**src/rtl/rng_pkg.sv**
```systemverilog
package rng_pkg;
   localparam int ADDR_W   = 4;
   localparam int REG_W    = 32;
   localparam int OUT_SIZE = 1;

   // word register index taken from address bits [3:2]
   typedef enum logic [1:0] {
      RIDX_CTRL = 2'd0,
      RIDX_STAT = 2'd1,
      RIDX_ENT  = 2'd2,
      RIDX_OUT  = 2'd3
   } reg_idx_e;

   // control bit positions
   localparam int CB_EN    = 0;
   localparam int CB_HA    = 1;
   localparam int CB_MASK  = 2;
   localparam int CB_CLR   = 3;
   localparam int CB_SLEEP = 4;

   // status bit positions
   localparam int SB_SECV  = 0;
   localparam int SB_LRS   = 1;
   localparam int SB_UNDR  = 2;
   localparam int SB_ERR   = 3;
   localparam int SB_SLEEP = 4;
   localparam int SB_LVL_LO  = 8;
   localparam int SB_SIZE_LO = 16;

   typedef struct packed {
      logic sleep;
      logic mask;
      logic assure;
      logic enable;
   } ctrl_t;
endpackage

```
**src/rtl/rng_ctrl.sv**
```systemverilog
module rng_ctrl
   import rng_pkg::*;
(
   input  logic       clk,
   input  logic       rst_n,
   input  logic       wr_ctrl,
   input  logic [4:0] wbits,
   output ctrl_t      ctrl_q,
   output logic       clr_pulse
);
   // enable and assurance only accumulate ones; reset is the sole way down
   always_ff @(posedge clk or negedge rst_n) begin
      if (!rst_n) begin
         ctrl_q <= '0;
      end else if (wr_ctrl) begin
         ctrl_q.enable <= ctrl_q.enable | wbits[CB_EN];
         ctrl_q.assure <= ctrl_q.assure | wbits[CB_HA];
         ctrl_q.mask   <= wbits[CB_MASK];
         ctrl_q.sleep  <= wbits[CB_SLEEP];
      end
   end

   assign clr_pulse = wr_ctrl & wbits[CB_CLR];
endmodule

```
**src/rtl/rng_flags.sv**
```systemverilog
module rng_flags (
   input  logic clk,
   input  logic rst_n,
   input  logic out_rd,
   input  logic underflow,
   input  logic stat_rd,
   input  logic clr_err,
   input  logic assure,
   input  logic mask,
   output logic secv_q,
   output logic lrs_q,
   output logic undr_q,
   output logic err_q,
   output logic irq_q
);
   always_ff @(posedge clk or negedge rst_n) begin
      if (!rst_n) begin
         secv_q <= 1'b0;
         lrs_q  <= 1'b0;
         undr_q <= 1'b0;
         err_q  <= 1'b0;
         irq_q  <= 1'b0;
      end else begin
         // last-read flag follows every output read, cleared by status read
         if (out_rd)       lrs_q <= underflow;
         else if (stat_rd) lrs_q <= 1'b0;

         if (underflow)    undr_q <= 1'b1;
         else if (stat_rd) undr_q <= 1'b0;

         // a new error wins over a simultaneous clear
         if (underflow)    err_q <= 1'b1;
         else if (clr_err) err_q <= 1'b0;

         if (underflow && assure) secv_q <= 1'b1;

         irq_q <= err_q & ~mask;
      end
   end
endmodule

```
**src/rtl/rng_engine.sv**
```systemverilog
module rng_engine #(
   parameter int              W          = 32,
   parameter int              GEN_CYCLES = 32,
   parameter bit              FIBONACCI  = 1'b0,
   parameter logic [W-1:0]    TAPS       = 32'h8020_0003,
   parameter logic [W-1:0]    SEED       = 32'h1ACE_B00C
) (
   input  logic         clk,
   input  logic         rst_n,
   input  logic         run_ok,
   input  logic         ent_wr,
   input  logic [W-1:0] ent_data,
   input  logic         take,
   output logic         level_q,
   output logic [W-1:0] word_q
);
   localparam int CW = $clog2(GEN_CYCLES + 1);
   localparam logic [CW-1:0] LAST = CW'(GEN_CYCLES - 1);

   logic [W-1:0]  state_q;
   logic [W-1:0]  state_nx;
   logic [W-1:0]  mixed;
   logic [CW-1:0] cnt_q;
   logic          running;
   logic          load;

   generate
      if (FIBONACCI) begin : g_fib
         assign state_nx = {state_q[W-2:0], ^(state_q & TAPS)};
      end else begin : g_gal
         assign state_nx = (state_q >> 1) ^ (state_q[0] ? TAPS : '0);
      end
   endgenerate

   assign mixed   = ((state_q ^ ent_data) == '0) ? SEED : (state_q ^ ent_data);
   assign running = run_ok & ~level_q;
   assign load    = running & (cnt_q == LAST);

   always_ff @(posedge clk or negedge rst_n) begin
      if (!rst_n) begin
         state_q <= SEED;
      end else if (ent_wr) begin
         state_q <= mixed;
      end else if (running) begin
         state_q <= state_nx;
      end
   end

   always_ff @(posedge clk or negedge rst_n) begin
      if (!rst_n) begin
         cnt_q <= '0;
      end else if (!running || load) begin
         cnt_q <= '0;
      end else begin
         cnt_q <= cnt_q + 1'b1;
      end
   end

   always_ff @(posedge clk or negedge rst_n) begin
      if (!rst_n) begin
         level_q <= 1'b0;
         word_q  <= '0;
      end else if (load) begin
         level_q <= 1'b1;
         word_q  <= state_nx;
      end else if (take) begin
         level_q <= 1'b0;
         word_q  <= '0;
      end
   end
endmodule

```
**src/rtl/rng_regif.sv**
```systemverilog
module rng_regif
   import rng_pkg::*;
#(
   parameter int                 DATA_W     = 32,
   parameter int                 GEN_CYCLES = 32,
   parameter bit                 FIBONACCI  = 1'b0,
   parameter logic [DATA_W-1:0]  TAPS       = 32'h8020_0003,
   parameter logic [DATA_W-1:0]  SEED       = 32'h1ACE_B00C
) (
   input  logic              clk,
   input  logic              rst_n,
   input  logic              bus_wr,
   input  logic              bus_rd,
   input  logic [3:0]        bus_addr,
   input  logic [DATA_W-1:0] bus_wdata,
   output logic [DATA_W-1:0] bus_rdata,
   input  logic              doze_i,
   output logic              irq_o
);
   generate
      if (DATA_W != REG_W) begin : g_bad_width
         $error("rng_regif: DATA_W must equal 32");
      end
      if (GEN_CYCLES < 1) begin : g_bad_cycles
         $error("rng_regif: GEN_CYCLES must be at least 1");
      end
      if (SEED == '0) begin : g_bad_seed
         $error("rng_regif: SEED must be nonzero");
      end
   endgenerate

   ctrl_t             ctl;
   logic              ctl_en, ctl_ha, ctl_mask;
   logic              clr_pulse;
   logic              aligned;
   reg_idx_e          ridx;
   logic              wr_ctrl, wr_ent, rd_stat, rd_out;
   logic              sleeping;
   logic              eng_lvl;
   logic [DATA_W-1:0] eng_word;
   logic              underflow;
   logic              fl_secv, fl_lrs, fl_undr, fl_err;
   logic [DATA_W-1:0] stat_word;
   logic [DATA_W-1:0] ctrl_word;

   // address decode: aligned word accesses only
   assign aligned = (bus_addr[1:0] == 2'b00);
   assign ridx    = reg_idx_e'(bus_addr[3:2]);
   assign wr_ctrl = bus_wr & aligned & (ridx == RIDX_CTRL);
   assign wr_ent  = bus_wr & aligned & (ridx == RIDX_ENT);
   assign rd_stat = bus_rd & aligned & (ridx == RIDX_STAT);
   assign rd_out  = bus_rd & aligned & (ridx == RIDX_OUT);

   rng_ctrl u_ctrl (
      .clk       (clk),
      .rst_n     (rst_n),
      .wr_ctrl   (wr_ctrl),
      .wbits     (bus_wdata[4:0]),
      .ctrl_q    (ctl),
      .clr_pulse (clr_pulse)
   );

   assign ctl_en   = ctl.enable;
   assign ctl_ha   = ctl.assure;
   assign ctl_mask = ctl.mask;
   assign sleeping = ctl.sleep | doze_i;

   rng_engine #(
      .W          (DATA_W),
      .GEN_CYCLES (GEN_CYCLES),
      .FIBONACCI  (FIBONACCI),
      .TAPS       (TAPS),
      .SEED       (SEED)
   ) u_engine (
      .clk      (clk),
      .rst_n    (rst_n),
      .run_ok   (ctl_en & ~sleeping),
      .ent_wr   (wr_ent),
      .ent_data (bus_wdata),
      .take     (rd_out & eng_lvl),
      .level_q  (eng_lvl),
      .word_q   (eng_word)
   );

   assign underflow = rd_out & ~eng_lvl;

   rng_flags u_flags (
      .clk       (clk),
      .rst_n     (rst_n),
      .out_rd    (rd_out),
      .underflow (underflow),
      .stat_rd   (rd_stat),
      .clr_err   (clr_pulse),
      .assure    (ctl_ha),
      .mask      (ctl_mask),
      .secv_q    (fl_secv),
      .lrs_q     (fl_lrs),
      .undr_q    (fl_undr),
      .err_q     (fl_err),
      .irq_q     (irq_o)
   );

   always_comb begin
      stat_word = '0;
      stat_word[SB_SECV]  = fl_secv;
      stat_word[SB_LRS]   = fl_lrs;
      stat_word[SB_UNDR]  = fl_undr;
      stat_word[SB_ERR]   = fl_err;
      stat_word[SB_SLEEP] = sleeping;
      stat_word[SB_LVL_LO +: 8]  = {7'b0, eng_lvl};
      stat_word[SB_SIZE_LO +: 8] = 8'(OUT_SIZE);
   end

   always_comb begin
      ctrl_word = '0;
      ctrl_word[CB_EN]    = ctl.enable;
      ctrl_word[CB_HA]    = ctl.assure;
      ctrl_word[CB_MASK]  = ctl.mask;
      ctrl_word[CB_SLEEP] = ctl.sleep;
   end

   always_comb begin
      bus_rdata = '0;
      if (bus_rd && aligned) begin
         unique case (ridx)
            RIDX_CTRL: bus_rdata = ctrl_word;
            RIDX_STAT: bus_rdata = stat_word;
            RIDX_ENT:  bus_rdata = '0;
            RIDX_OUT:  bus_rdata = eng_lvl ? eng_word : '0;
            default:   bus_rdata = '0;
         endcase
      end
   end
endmodule

```
**config.mk**
```make
export PLATFORM = sky130hd
export DESIGN_NAME = rng_regif
export DESIGN_NICKNAME = d
export VERILOG_FILES = /design/src/rtl/rng_pkg.sv /design/src/rtl/rng_ctrl.sv /design/src/rtl/rng_flags.sv /design/src/rtl/rng_engine.sv /design/src/rtl/rng_regif.sv
export SDC_FILE = /design/constraint.sdc
export NUM_CORES = 1
export LEC_CHECK = 0
export BUFFER_PORTS_ARGS = -buffer_cell sky130_fd_sc_hd__buf_2
export CORE_ASPECT_RATIO = 0.7
export CORE_MARGIN = 3
export CORE_UTILIZATION = 45
export DETAILED_ROUTE_END_ITERATION = 10
export HOLD_SLACK_MARGIN = 0.06
export PLACE_DENSITY = 0.66
export SLEW_MARGIN = 25
export SYNTH_ARGS = -nofsm -noshare
export SYNTH_HDL_FRONTEND = slang
export SYNTH_SLANG_ARGS = --single-unit
```
**constraint.sdc**
```tcl
create_clock -name clk -period 3.2 [get_ports clk]
set_input_delay 0.8 -clock clk [delete_from_list [all_inputs] [get_ports clk]]
set_output_delay 0.8 -clock clk [all_outputs]
set_load 0.005 [all_outputs]
```
=== Word-level counts from Yosys, hierarchy flattened ===
Cells that the tools add are included.
W data, S select, Z words.

* Flip-flop bits (word level): 80
* Input bits: 41
* Output and inout bits: 33
* Logic and storage cells: 68

* Add/subtract/negate cells: 1
* Equal/unequal tests: 4
* Multiplexer cells: 17
* Bitwise gates (word level): 21
* Reductions and logical operators: 12

{| class="wikitable"
|+ Operator list
! operator !! count
|-
| $mux W32 || 8
|-
| $pmux W32 S4 || 1
|-
| $logic_not A32 Y1 || 1
|-
| $xor A31 B32 Y32 || 1
|-
| $xor A32 B32 Y32 || 1
|-
| $and A1 B1 Y1 || 13
|-
| $reduce_bool A2 Y1 || 5
|-
| $mux W1 || 7
|-
| $add A6 B1 Y6 const B || 1
|-
| $eq A6 B5 Y1 const B || 1
|-
| $mux W6 || 1
|-
| $eq A2 B2 Y1 const B || 2
|-
| $logic_not A2 Y1 || 2
|-
| $not A1 Y1 || 3
|-
| $or A1 B1 Y1 || 3
|-
| $eq A2 B1 Y1 const B || 1
|-
| $logic_and A1 B1 Y1 || 2
|-
| $logic_not A1 Y1 || 1
|-
| $logic_or A1 B1 Y1 || 1
|}

=== Logic depth before layout (Yosys ltp) ===
Gate-level depths: netlist of run 1.

* Word-level depth: 7
* Gate-level depth with buffers: 7
* Mapped depth without buffers: 5

=== Hierarchy ===
A second synthesis of run 1 with hierarchy kept.

* Cells, all modules: 509
* Area total of the unflattened synthesis: 4793.3 um^2

{| class="wikitable"
|+ By module, submodules not included
! module !! instances !! cells an instance !! area an instance (um^2) !! seq. area each (um^2)
|-
| rng_engine || 1 || 397 || 3819.9 || 1793.0
|-
| rng_regif || 1 || 90 || 648.1 || 0.0
|-
| rng_flags || 1 || 13 || 177.7 || 125.1
|-
| rng_ctrl || 1 || 9 || 147.6 || 100.1
|}

=== Worst setup path after synthesis of run 1 ===
OpenSTA, ideal clock, no wires.

* Path kind: in2out
* Start: in bus_addr[2]
* End: out bus_rdata[14]
* Arrival: 2.061 ns
* Required time: 2.400 ns
* Setup slack: 0.339 ns
* Stages: 6
* Path buffers: 3
* Cells stage by stage: clkbuf_1 -> and3_1 -> and3_1 -> clkbuf_1 -> clkbuf_1 -> and2_1

* Word-level cells in the longest chain between the ends: 3
* Elaborated cells between the ends (all ways): 6
* Classes of those cells: eq/ne: 3; mux: 2; reduce/logical: 1

{| class="wikitable"
|+ Ends and longest elaborated chain
! element !! RTL line !! RTL
|-
| start, declared || rng_regif.sv:14 || <nowiki>input logic [3:0] bus_addr,</nowiki>
|-
| $eq A2 B2 Y1, or another cell as far along || rng_regif.sv:125 || <nowiki>unique case (ridx)</nowiki>
|-
| $pmux W32 S4 * || rng_regif.sv:125 ||
|-
| $mux W32 * || rng_regif.sv:124 || <nowiki>if (bus_rd && aligned) begin</nowiki>
|-
| end, declared || rng_regif.sv:16 || <nowiki>output logic [DATA_W-1:0] bus_rdata,</nowiki>
|}

Every way passes the cells marked *; elsewhere a longest branch is shown, timed or not.

=== Final worst setup path of run 1 ===
* Start: in bus_addr[1]
* End: out bus_rdata[2]

* Word-level cells in the longest chain between the ends: 3

{| class="wikitable"
|+ Ends and longest elaborated chain
! element !! RTL line !! RTL
|-
| $logic_not A2 Y1 || rng_regif.sv:47 || <nowiki>assign aligned = (bus_addr[1:0] == 2'b00);</nowiki>
|-
| $logic_and A1 B1 Y1 || rng_regif.sv:124 ||
|-
| $mux W32 || rng_regif.sv:124 ||
|}

No other way between the ends.

==> results.toml, run 1 <==
[layout]
num_antenna_cells = 0
final_nets = 592
drive_gt1_share_pct = 21.7
areaGrowthSynthToFinish_pct = 18.6

[timing]
rsz0062_at_grt = "no"
timing.final.hold_violations = 0
skew_ns = 0.00762
setup_viol = 0
tns_ns = 0
period_minus_slack_ns = 2.81
final_max_slew_viol_count = 0
max_freq_mhz = 356
tightest_slew_ns = 0.751
timing.final.ws_setup_ns = 0.391
slew_headroom_pct = 49.2
post-route-period-util_pct = 87.8

[floorplanning]
start_util_pct = 47.1
coreArea_um2 = 9250
die_w_um = 124
dieArea_um2 = 10900
rows = 29
ios = 74
fp.dieH_um = 88.4

[yosys]
synth_area_leaders = "dfrtp_1, dfstp_2, xnor2_1"
synth_common_cells = "dfrtp_1, nand2_1, a21oi_1, nand3_1, o21ai_0"
synth_top_flop_cell = "dfrtp_1"
syn_area_um2 = 4360
synthArstFlopShare_pct = 100
synth-edff-count = 0
yosysMostFrequentCell = "dfrtp_1"
yosys_warnings = 0
syn_avg_cell_area_um2 = 8.95
synth_area_leader_cell = "dfrtp_1"
syn_nets = 529
yosysUniqueCellTypes = 40
synth.ff_latch_count = 80
synthCells = 487
ys_seq_area_share_pct = 46.3
yosysTopAreaCellShare_pct = 38.5

[route]
drt-met1-wl_mm = 5.59
via_count = 3817
routed_wl_mm = 11.5
dr_wl_met2_mm = 4.91
met3WireLength_um = 847
drt_iter0_drc = 245
top_layer = "met4"
antenna_left = 0
firstDrtPassIters = 5
wire_per_inst_um = 17.0
via_per_inst = 5.63
drt_drc_violations_left = 0

[critical_path]
r2r_cells = 6
r2r-end = "u_engine.state_q[19]$_DFFE_PN1P_"
cp_cell_sequence = "buf_2 -> nor2_1 -> and3_1 -> and3_1 -> buf_12 -> nand2_1 -> o31ai_1 -> buf_2"
critical_path.startpoint_type = "input port"
reg2reg_setup_slack_ns = 0.89
critPathMaxFanout = 30
r2r_start = "u_engine.state_q[17]$_DFFE_PN1P_"
worst_ep_arrival_time_ns = 2.01
required_ns = 2.40
max_stage_delay_ns = 0.25
critical_path_class = "in -> out"
setup.worst_path.end_class = "primary output"
crit_buf_inv = 3
cp_top_family = "simple AND/OR/NAND/NOR gates"
cpMaxStageDelayCell = "and3_1"

[clock_tree]
cts.hold.buffers_added = 0
cts_root_buf = "clkbuf_16"
clk_latency_ns = 0.34
cts.clk_slew.worst_paths_ns = 0.06
post_cts_resized = 0
cts_buffer_depth = 2
cts_setup_buffers = 0
cts_made_buffers = 9
cts_tree = "yes"
cts_num_sinks = 80
h-tree-depth = 3

[grt]
grt_max_degree = 81
grt_util_all_layers_pct = 22.3
grt_overflow = 0
antenna_found_initial = 0
grt_pass1_vias = 3595
grt_pass1_wl_mm = 18.5

[placement]
io_buffers = 73
dpl.hpwl_mm = 8.15
place_congestion = 0.855
place_ws_ns = 0.399

[hold_path]
hp-start = "u_ctrl.ctrl_q[2]$_DFFE_PN0N_"
hold_path_depth = 1
hold_path.class = "reg -> reg"
min_to = "u_flags.irq_q$_DFF_PN0_"

[power]
ir_drop_mv = 0.432
p_leak_nw = 2.38
p_per_area_nw_per_um2 = 679

[outcome]
outcome = "finished, final reports clean"

[flow_run]
drv_cap = 0
-- per-stage QoR --
stage / total power [mW] / utilization [%] / hold WS (ns) / instance area (um^2) / std cells
after global routing: 3.69 / 55.9 / 0.474 / 5170 / 678
final: 3.51 / 55.9 / 0.453 / 5170 / 678
after floorplan: 2.03 / - / 0.420 / 4360 / 487
after global placement: 2.28 / 52.1 / 0.444 / 4820 / 663
after CTS: 3.52 / 55.9 / 0.455 / 5170 / 678
after detailed placement: 2.31 / 52.1 / 0.445 / 4820 / 663
-- layer usage --
layer | up-vias | global-route usage (%)
met5 | - | 0
met1 | 1821 | 32.9
met3 | 13 | 6.58
li1 | 1857 | -
met2 | 126 | 32.0
met4 | 0 | 6.13
-- how the worst max path moves through the flow --
stage | start | to | slack (ns) | cells after the start
after floorplan | bus_addr[2] | bus_rdata[14] | 0.34 | 6
after global placement | bus_addr[1] | bus_rdata[2] | 0.43 | 8
after detailed placement | bus_addr[1] | bus_rdata[2] | 0.40 | 8
after CTS | bus_addr[1] | bus_rdata[2] | 0.39 | 8
after global routing | bus_addr[1] | bus_rdata[2] | 0.26 | 8
final | bus_addr[1] | bus_rdata[2] | 0.39 | 8
-- report_power, final --
group          leakage, nW  internal [mW]  total, mW  switching, mW
clock network        0.169          0.801       1.20          0.395
logic                 1.22          0.329      0.724          0.395
registers            0.988           1.27       1.59          0.321
-- kinds of logic after synthesis --
family | after synthesis | synth area share [%]
flip-flops | 80 | 46.3
buffers and inverters | 53 | 5.62
adder cells (fa/ha/maj) | 1 | 0.287
multiplexers | 5 | 1.21
AO/OA/AOI/OAI | 143 | 19.7
AND/OR/NAND/NOR | 169 | 19.7
XOR/XNOR | 36 | 7.23
-- state kept, by name (all words and copies together), names as in the netlist --
register / cells
u_engine.state_q: 32
u_engine.word_q: 32
u_engine.cnt_q: 6
u_ctrl.ctrl_q: 4
u_engine.level_q: 1
u_flags.err_q: 1
u_flags.irq_q: 1
u_flags.lrs_q: 1
u_flags.secv_q: 1
u_flags.undr_q: 1
-- cell usage in the layout (no fill, tap or decap), types with 2 or more instances in the layout --
cell type  Yosys  routed
a221oi_1       3       3
buf_2         10      72
o22ai_1       29      29
inv_1         20      20
o31ai_1        2       2
mux2i_1        3       3
clkbuf_16      0       9
buf_4          1      11
o21ai_0       33      33
a2111oi_1      7       7
a2111o_1       3       3
nand2_1       58      58
nor3_1         9       9
o32ai_1        2       2
and3_1         4       4
a21oi_1       35      35
and2_1        27      27
xnor2_1       25      25
clkbuf_8       0       2
bufinv_16      0       3
nor2_1        19      19
dfstp_2       13      13
nor4_4         2       2
or2_0          2       2
o21ai_1       19      19
a21o_1         7       7
nor4b_1        2       2
dfrtp_1       67      67
nand4_1        5       5
xor2_1        11      11
a2111oi_0      3       3
mux2_2         2       2
nand3_1       34      34
-- cell type report --
class	instances	area (um^2)
Fill cell	870	4080
Tap cell	124	155
Inverter	20	75.1
Multi-Input combinational cell	354	2100
Clock inverter	3	90.1
Sequential cell	80	2020
Clock buffer	12	256
Timing Repair Buffer	85	474
Note: power is estimated with default switching activity, not from simulation.
==> inputs of run 2 (changes only) <==
--- a/config.mk
+++ b/config.mk
@@ -14,3 +14,3 @@
 export PLACE_DENSITY = 0.66
-export SLEW_MARGIN = 25
+export SETUP_SLACK_MARGIN = 0.4
 export SYNTH_ARGS = -nofsm -noshare
--- a/constraint.sdc
+++ b/constraint.sdc
@@ -3,2 +3,2 @@
 set_output_delay 0.8 -clock clk [all_outputs]
-set_load 0.005 [all_outputs]
+set_load 0.01 [all_outputs]
==> results.toml, run 2 (synthesis results as in run 1) <==
[route]
via_count = 3912
drt_drc_violations_left = 0
firstDrtPassIters = 5
wire_per_inst_um = 17.2
routed_wl_mm = 11.7
drt_iter0_drc = 296
via_per_inst = 5.74
antenna_left = 0

[floorplanning]
coreArea_um2 = 9250
start_util_pct = 47.1
die_w_um = 124
fp.dieH_um = 88.4
ios = 74
rows = 29
dieArea_um2 = 10900

[layout]
fin_cells = 681
num_antenna_cells = 0
layout_commonest_cell = "buf_2"
final_nets = 594
layout_common_cells = "buf_2, dfrtp_1, nand2_1"
top_regs = "u_engine.state_q (32), u_engine.word_q (32), u_engine.cnt_q (6)"
drive_gt1_share_pct = 22.6
areaGrowthSynthToFinish_pct = 19.3

[clock_tree]
cts_buffer_depth = 2
cts.clk_slew.worst_paths_ns = 0.06
cts_tree = "yes"
cts_root_buf = "clkbuf_16"
cts_made_buffers = 9
cts_num_sinks = 80
h-tree-depth = 3
clk_latency_ns = 0.34
cts.hold.buffers_added = 0

[flow_run]
drv_cap = 0

[power]
p_comb_share_pct = 20.7
p_leak_nw = 2.38
power_mw = 3.52
internal_power_mw = 2.39
p_per_area_nw_per_um2 = 678
swShare_pct = 32.3
p_switching_mw = 1.14
power_frac_seq_pct = 45.1
clkPwrFrac_pct = 34.1
ir_drop_mv = 0.364

[critical_path]
critPathMaxFanout = 30
reg2reg_setup_slack_ns = 0.98
cpMaxStageDelayCell = "and3_4"
max_stage_delay_ns = 0.23
crit_buf_inv = 3
critical_path.startpoint_type = "input port"
r2r_cells = 5
cp_top_family = "simple AND/OR/NAND/NOR gates"
r2r-end = "u_engine.word_q[28]$_DFFE_PN0P_"
cp_cell_sequence = "buf_2 -> nor2_2 -> and3_4 -> and3_4 -> buf_12 -> nand2_1 -> o31ai_1 -> buf_2"
required_ns = 2.40
setup.worst_path.end_class = "primary output"
worst_ep_arrival_time_ns = 1.93
critical_path_class = "in -> out"
r2r_start = "u_engine.level_q$_DFFE_PN0P_"

[timing]
tns_ns = 0
skew_ns = 0.00733
timing.final.hold_violations = 0
tightest_slew_ns = 1.03
timing.final.ws_setup_ns = 0.465
post-route-period-util_pct = 85.5
setup_viol = 0
final_max_slew_viol_count = 0
max_freq_mhz = 366
slew_headroom_pct = 31.2
period_minus_slack_ns = 2.73
rsz0062_at_grt = "no"

[grt]
grt_pass1_wl_mm = 19.1
grt_max_degree = 81
grt_pass1_vias = 3639
grt_util_all_layers_pct = 22.8
antenna_found_initial = 0
grt_overflow = 0

[outcome]
outcome = "finished, final reports clean"

[hold_path]
hp-start = "u_ctrl.ctrl_q[2]$_DFFE_PN0N_"
hold_path_depth = 1
hold_path.class = "reg -> reg"
min_to = "u_flags.irq_q$_DFF_PN0_"

[placement]
place_congestion = 0.868
placedCellCount = 665
dpl.hpwl_mm = 8.20
io_buffers = 73
place_ws_ns = 0.383
## run 2: power by group through the flow
| stage | Sequential (mW) | Clock, mW | Combinational, mW |
|---|---|---|---|
| 6_report | 1.59 | 1.20 | 0.731 |
| 5_1_grt | 1.62 | 1.27 | 0.820 |
| 4_1_cts | 1.57 | 1.22 | 0.730 |
| 3_5_place_dp | 1.59 | 0 | 0.722 |
| 3_3_place_gp | 1.58 | 0 | 0.707 |
| 2_1_floorplan | 1.48 | 0 | 0.549 |
## run 2: worst max-delay path by stage
stage / start / end / slack (ns) / depth (start not counted)
6_report: bus_addr[1] / bus_rdata[2] / 0.47 / 8
5_1_grt: bus_addr[1] / bus_rdata[2] / 0.40 / 8
4_1_cts: bus_addr[1] / bus_rdata[9] / 0.41 / 7
3_5_place_dp: bus_addr[1] / bus_rdata[9] / 0.38 / 7
3_3_place_gp: bus_addr[1] / bus_rdata[2] / 0.41 / 8
2_1_floorplan: bus_addr[2] / bus_rdata[14] / 0.43 / 6
## run 2: timing repair
action / in CTS / in global routing
setup endpoints to repair: 8 / 26
gates resized for setup: 1 / 3
gates cloned: 0 / 0
setup buffers: 0 / 0
## run 2: layer usage
| metal | track usage (%) | up-vias | wire length, um |
|---|---|---|---|
| met5 | 0 | - | 0 |
| met4 | 4.52 | 0 | 119 |
| met3 | 7.28 | 14 | 1060 |
| met2 | 31.9 | 155 | 5000 |
| met1 | 34.7 | 1895 | 5540 |
| li1 | - | 1848 | - |
## run 2: layout make-up
type / instances / area [um^2]
clock inverter: 5 / 104
clock buffer: 11 / 243
sequential: 80 / 2020
tap: 124 / 155
fill: 834 / 4050
multi-input combinational: 354 / 2120
inverter: 20 / 75.1
timing repair buffer: 87 / 489
## run 2: worst register-to-register path: cells and delay by family (launching register included)
family	cells	cell delay (ns)
simple gates	3	1.30
flops	1	0.49
compound gates	1	0.06
buf+inv	1	0.24
## run 2: metrics by stage
step                      instance area (um^2)  hold WS, ns  util (%)
after floorplan                           4360        0.420         -
after global placement                    4840        0.447      52.3
after detailed placement                  4840        0.445      52.3
after CTS                                 5190        0.458      56.1
after global routing                      5200        0.478      56.2
final                                     5200        0.453      56.2
==> inputs of run 3 (changes only) <==
Settings changed: CORE_ASPECT_RATIO 0.7 to 2.
Clock period 3.2 ns to 2.6 ns, I/O delays scaled along.
==> results.toml, run 3 (synthesis results as in run 1) <==
[outcome]
outcome = "finished, final reports clean"

[layout]
seq_area_um2 = 2020
areaGrowthSynthToFinish_pct = 25.1
layout_commonest_cell = "dfrtp_1"
layout_common_cells = "dfrtp_1, nand2_1, buf_2"
drive_gt1_share_pct = 26.9
postLayoutCoreUtil_pct = 58.1
fin_area_um2 = 5460
top_regs = "u_engine.state_q (32), u_engine.word_q (32), u_engine.cnt_q (6)"
nFillCells = 847
final_nets = 606
multi_input_area_um2 = 2240

[floorplanning]
start_util_pct = 46.5
dieArea_um2 = 11000
die_w_um = 75.6
coreArea_um2 = 9380
ios = 74
fp.dieH_um = 145
rows = 50

[grt]
grt_overflow = 0
grt_max_degree = 53
antenna_found_initial = 1
grt_pass1_wl_mm = 19.5
grt_pass1_vias = 3795
grt_util_all_layers_pct = 23.4

[placement]
io_buffers = 73
dpl_cell_area_um2 = 4920
place_ws_ns = 0.0966
dpl.hpwl_mm = 8.61
place_congestion = 0.855

[route]
wire_per_inst_um = 19.2
antenna_left = 0
drt_iter0_drc = 334
via_per_inst = 5.98
firstDrtPassIters = 6
routed_wl_mm = 13.0
via_count = 4031
drt_drc_violations_left = 0

[timing]
tightest_slew_ns = 0.521
max_freq_mhz = 437
rsz0062_at_grt = "yes"
final_max_slew_viol_count = 0
period_minus_slack_ns = 2.29
setup_viol = 0
timing.final.hold_violations = 0
slew_headroom_pct = 65.3
post-route-period-util_pct = 88.0
skew_ns = 0.00933
tns_ns = 0
timing.final.ws_setup_ns = 0.312

[clock_tree]
cts.clk_slew.worst_paths_ns = 0.06
cts_made_buffers = 9
cts_root_buf = "clkbuf_16"
cts_num_sinks = 80
h-tree-depth = 3
cts_tree = "yes"
cts.hold.buffers_added = 0
clk_latency_ns = 0.34
cts_buffer_depth = 2

[flow_run]
drv_cap = 0

[critical_path]
crit_buf_inv = 2
critPathCapture = "bus_rdata[2]"
critical_path_class = "in -> out"
critical_path.startpoint_type = "input port"
reg2reg_setup_slack_ns = 0.51
setup.worst_path.end_class = "primary output"
max_stage_delay_ns = 0.26
critPathMaxFanout = 5
required_ns = 1.95
cp_cell_sequence = "buf_8 -> nor2_4 -> and3_4 -> and3_4 -> nand2_2 -> o31ai_2 -> buf_2"
cpMaxStageDelayCell = "and3_4"
cpMostUsedCell = "and3_4"
r2r_start = "u_engine.level_q$_DFFE_PN0P_"
r2r_cells = 4
cp.depth = 7
worst_ep_arrival_time_ns = 1.64
crit_path_start = "bus_addr[1]"
r2r-end = "u_engine.word_q[25]$_DFFE_PN0P_"
cp_top_family = "simple AND/OR/NAND/NOR gates"

[power]
ir_drop_mv = 0.446
p_per_area_nw_per_um2 = 779
p_leak_nw = 2.48

[hold_path]
hold_path.class = "in -> async"
==> run 3: changes by cell type in the layout (fill, tap and decap cells not counted), moves of 2 or more <==
| cell | delta |
|---|---|
| and2_1 | -12 |
| and2_4 | +12 |
| and3_2 | +3 |
| and3_4 | +3 |
| buf_12 | +5 |
| buf_2 | -15 |
| buf_6 | +12 |
| or4_4 | +2 |
==> run 3: repair_timing <==
action | in CTS | in global routing
resized for setup | 7 | 19
pin swaps | 3 | 5
buffers inserted | 4 | 1
cloned | 3 | 4
endpoints found under the hold margin | 0 | 0
setup endpoints to repair | 26 | 75
==> run 3: final cells by class <==
type	count	share of cell area, %
Tap cell	104	2.39
Timing Repair Buffer	92	12.5
Multi-Input combinational cell	361	41.0
Inverter	20	1.38
Sequential cell	80	37.0
Clock buffer	11	4.27
Clock inverter	5	1.49
Antenna cell	1	0.0459
==> run 3: worst min path at each step <==
stage | endpoint | slack, ns | depth (start not counted)
finish | u_engine.word_q[20]$_DFFE_PN0P_ | 0.29 | 1
CTS | u_engine.state_q[26]$_DFFE_PN0P_ | 0.30 | 1
floorplan | u_ctrl.ctrl_q[0]$_DFFE_PN0N_ | 0.35 | 0
global placement | u_flags.secv_q$_DFFE_PN0P_ | 0.44 | 1
global route | u_engine.word_q[24]$_DFFE_PN0P_ | 0.32 | 1
detailed placement | u_flags.secv_q$_DFFE_PN0P_ | 0.45 | 1
==> run 3: routing by layer <==
metal  vias to the layer above  global-route usage (%)  wire length, um
li1                       1896                       -                -
met4                         0                    11.6              447
met5                         -                       0                0
met1                      1963                    28.8             4890
met3                        29                    3.54              582
met2                       143                    38.4             7040
==> run 3: power by group <==
part | switching, mW | internal, mW
logic | 0.522 | 0.432
clock network | 0.501 | 0.841
registers | 0.392 | 1.56
total | 1.41 | 2.84
==> run 3: worst register-to-register path, delay by kind of cell (launching register included) <==
family / cells / cell delay [ns]
and+or+nand+nor: 3 / 1.49
DFF: 1 / 0.41
AOI/OAI and AO/OA: 1 / 0.07
==> run 3: metrics by stage <==
step | total power [mW] | hold slack (ns) | instances
floorplan | 2.50 | 0.354 | 487
global placement | 2.86 | 0.442 | 645
detailed placement | 2.89 | 0.448 | 645
CTS | 4.26 | 0.297 | 668
global route | 4.47 | 0.321 | 674
finish | 4.25 | 0.290 | 674
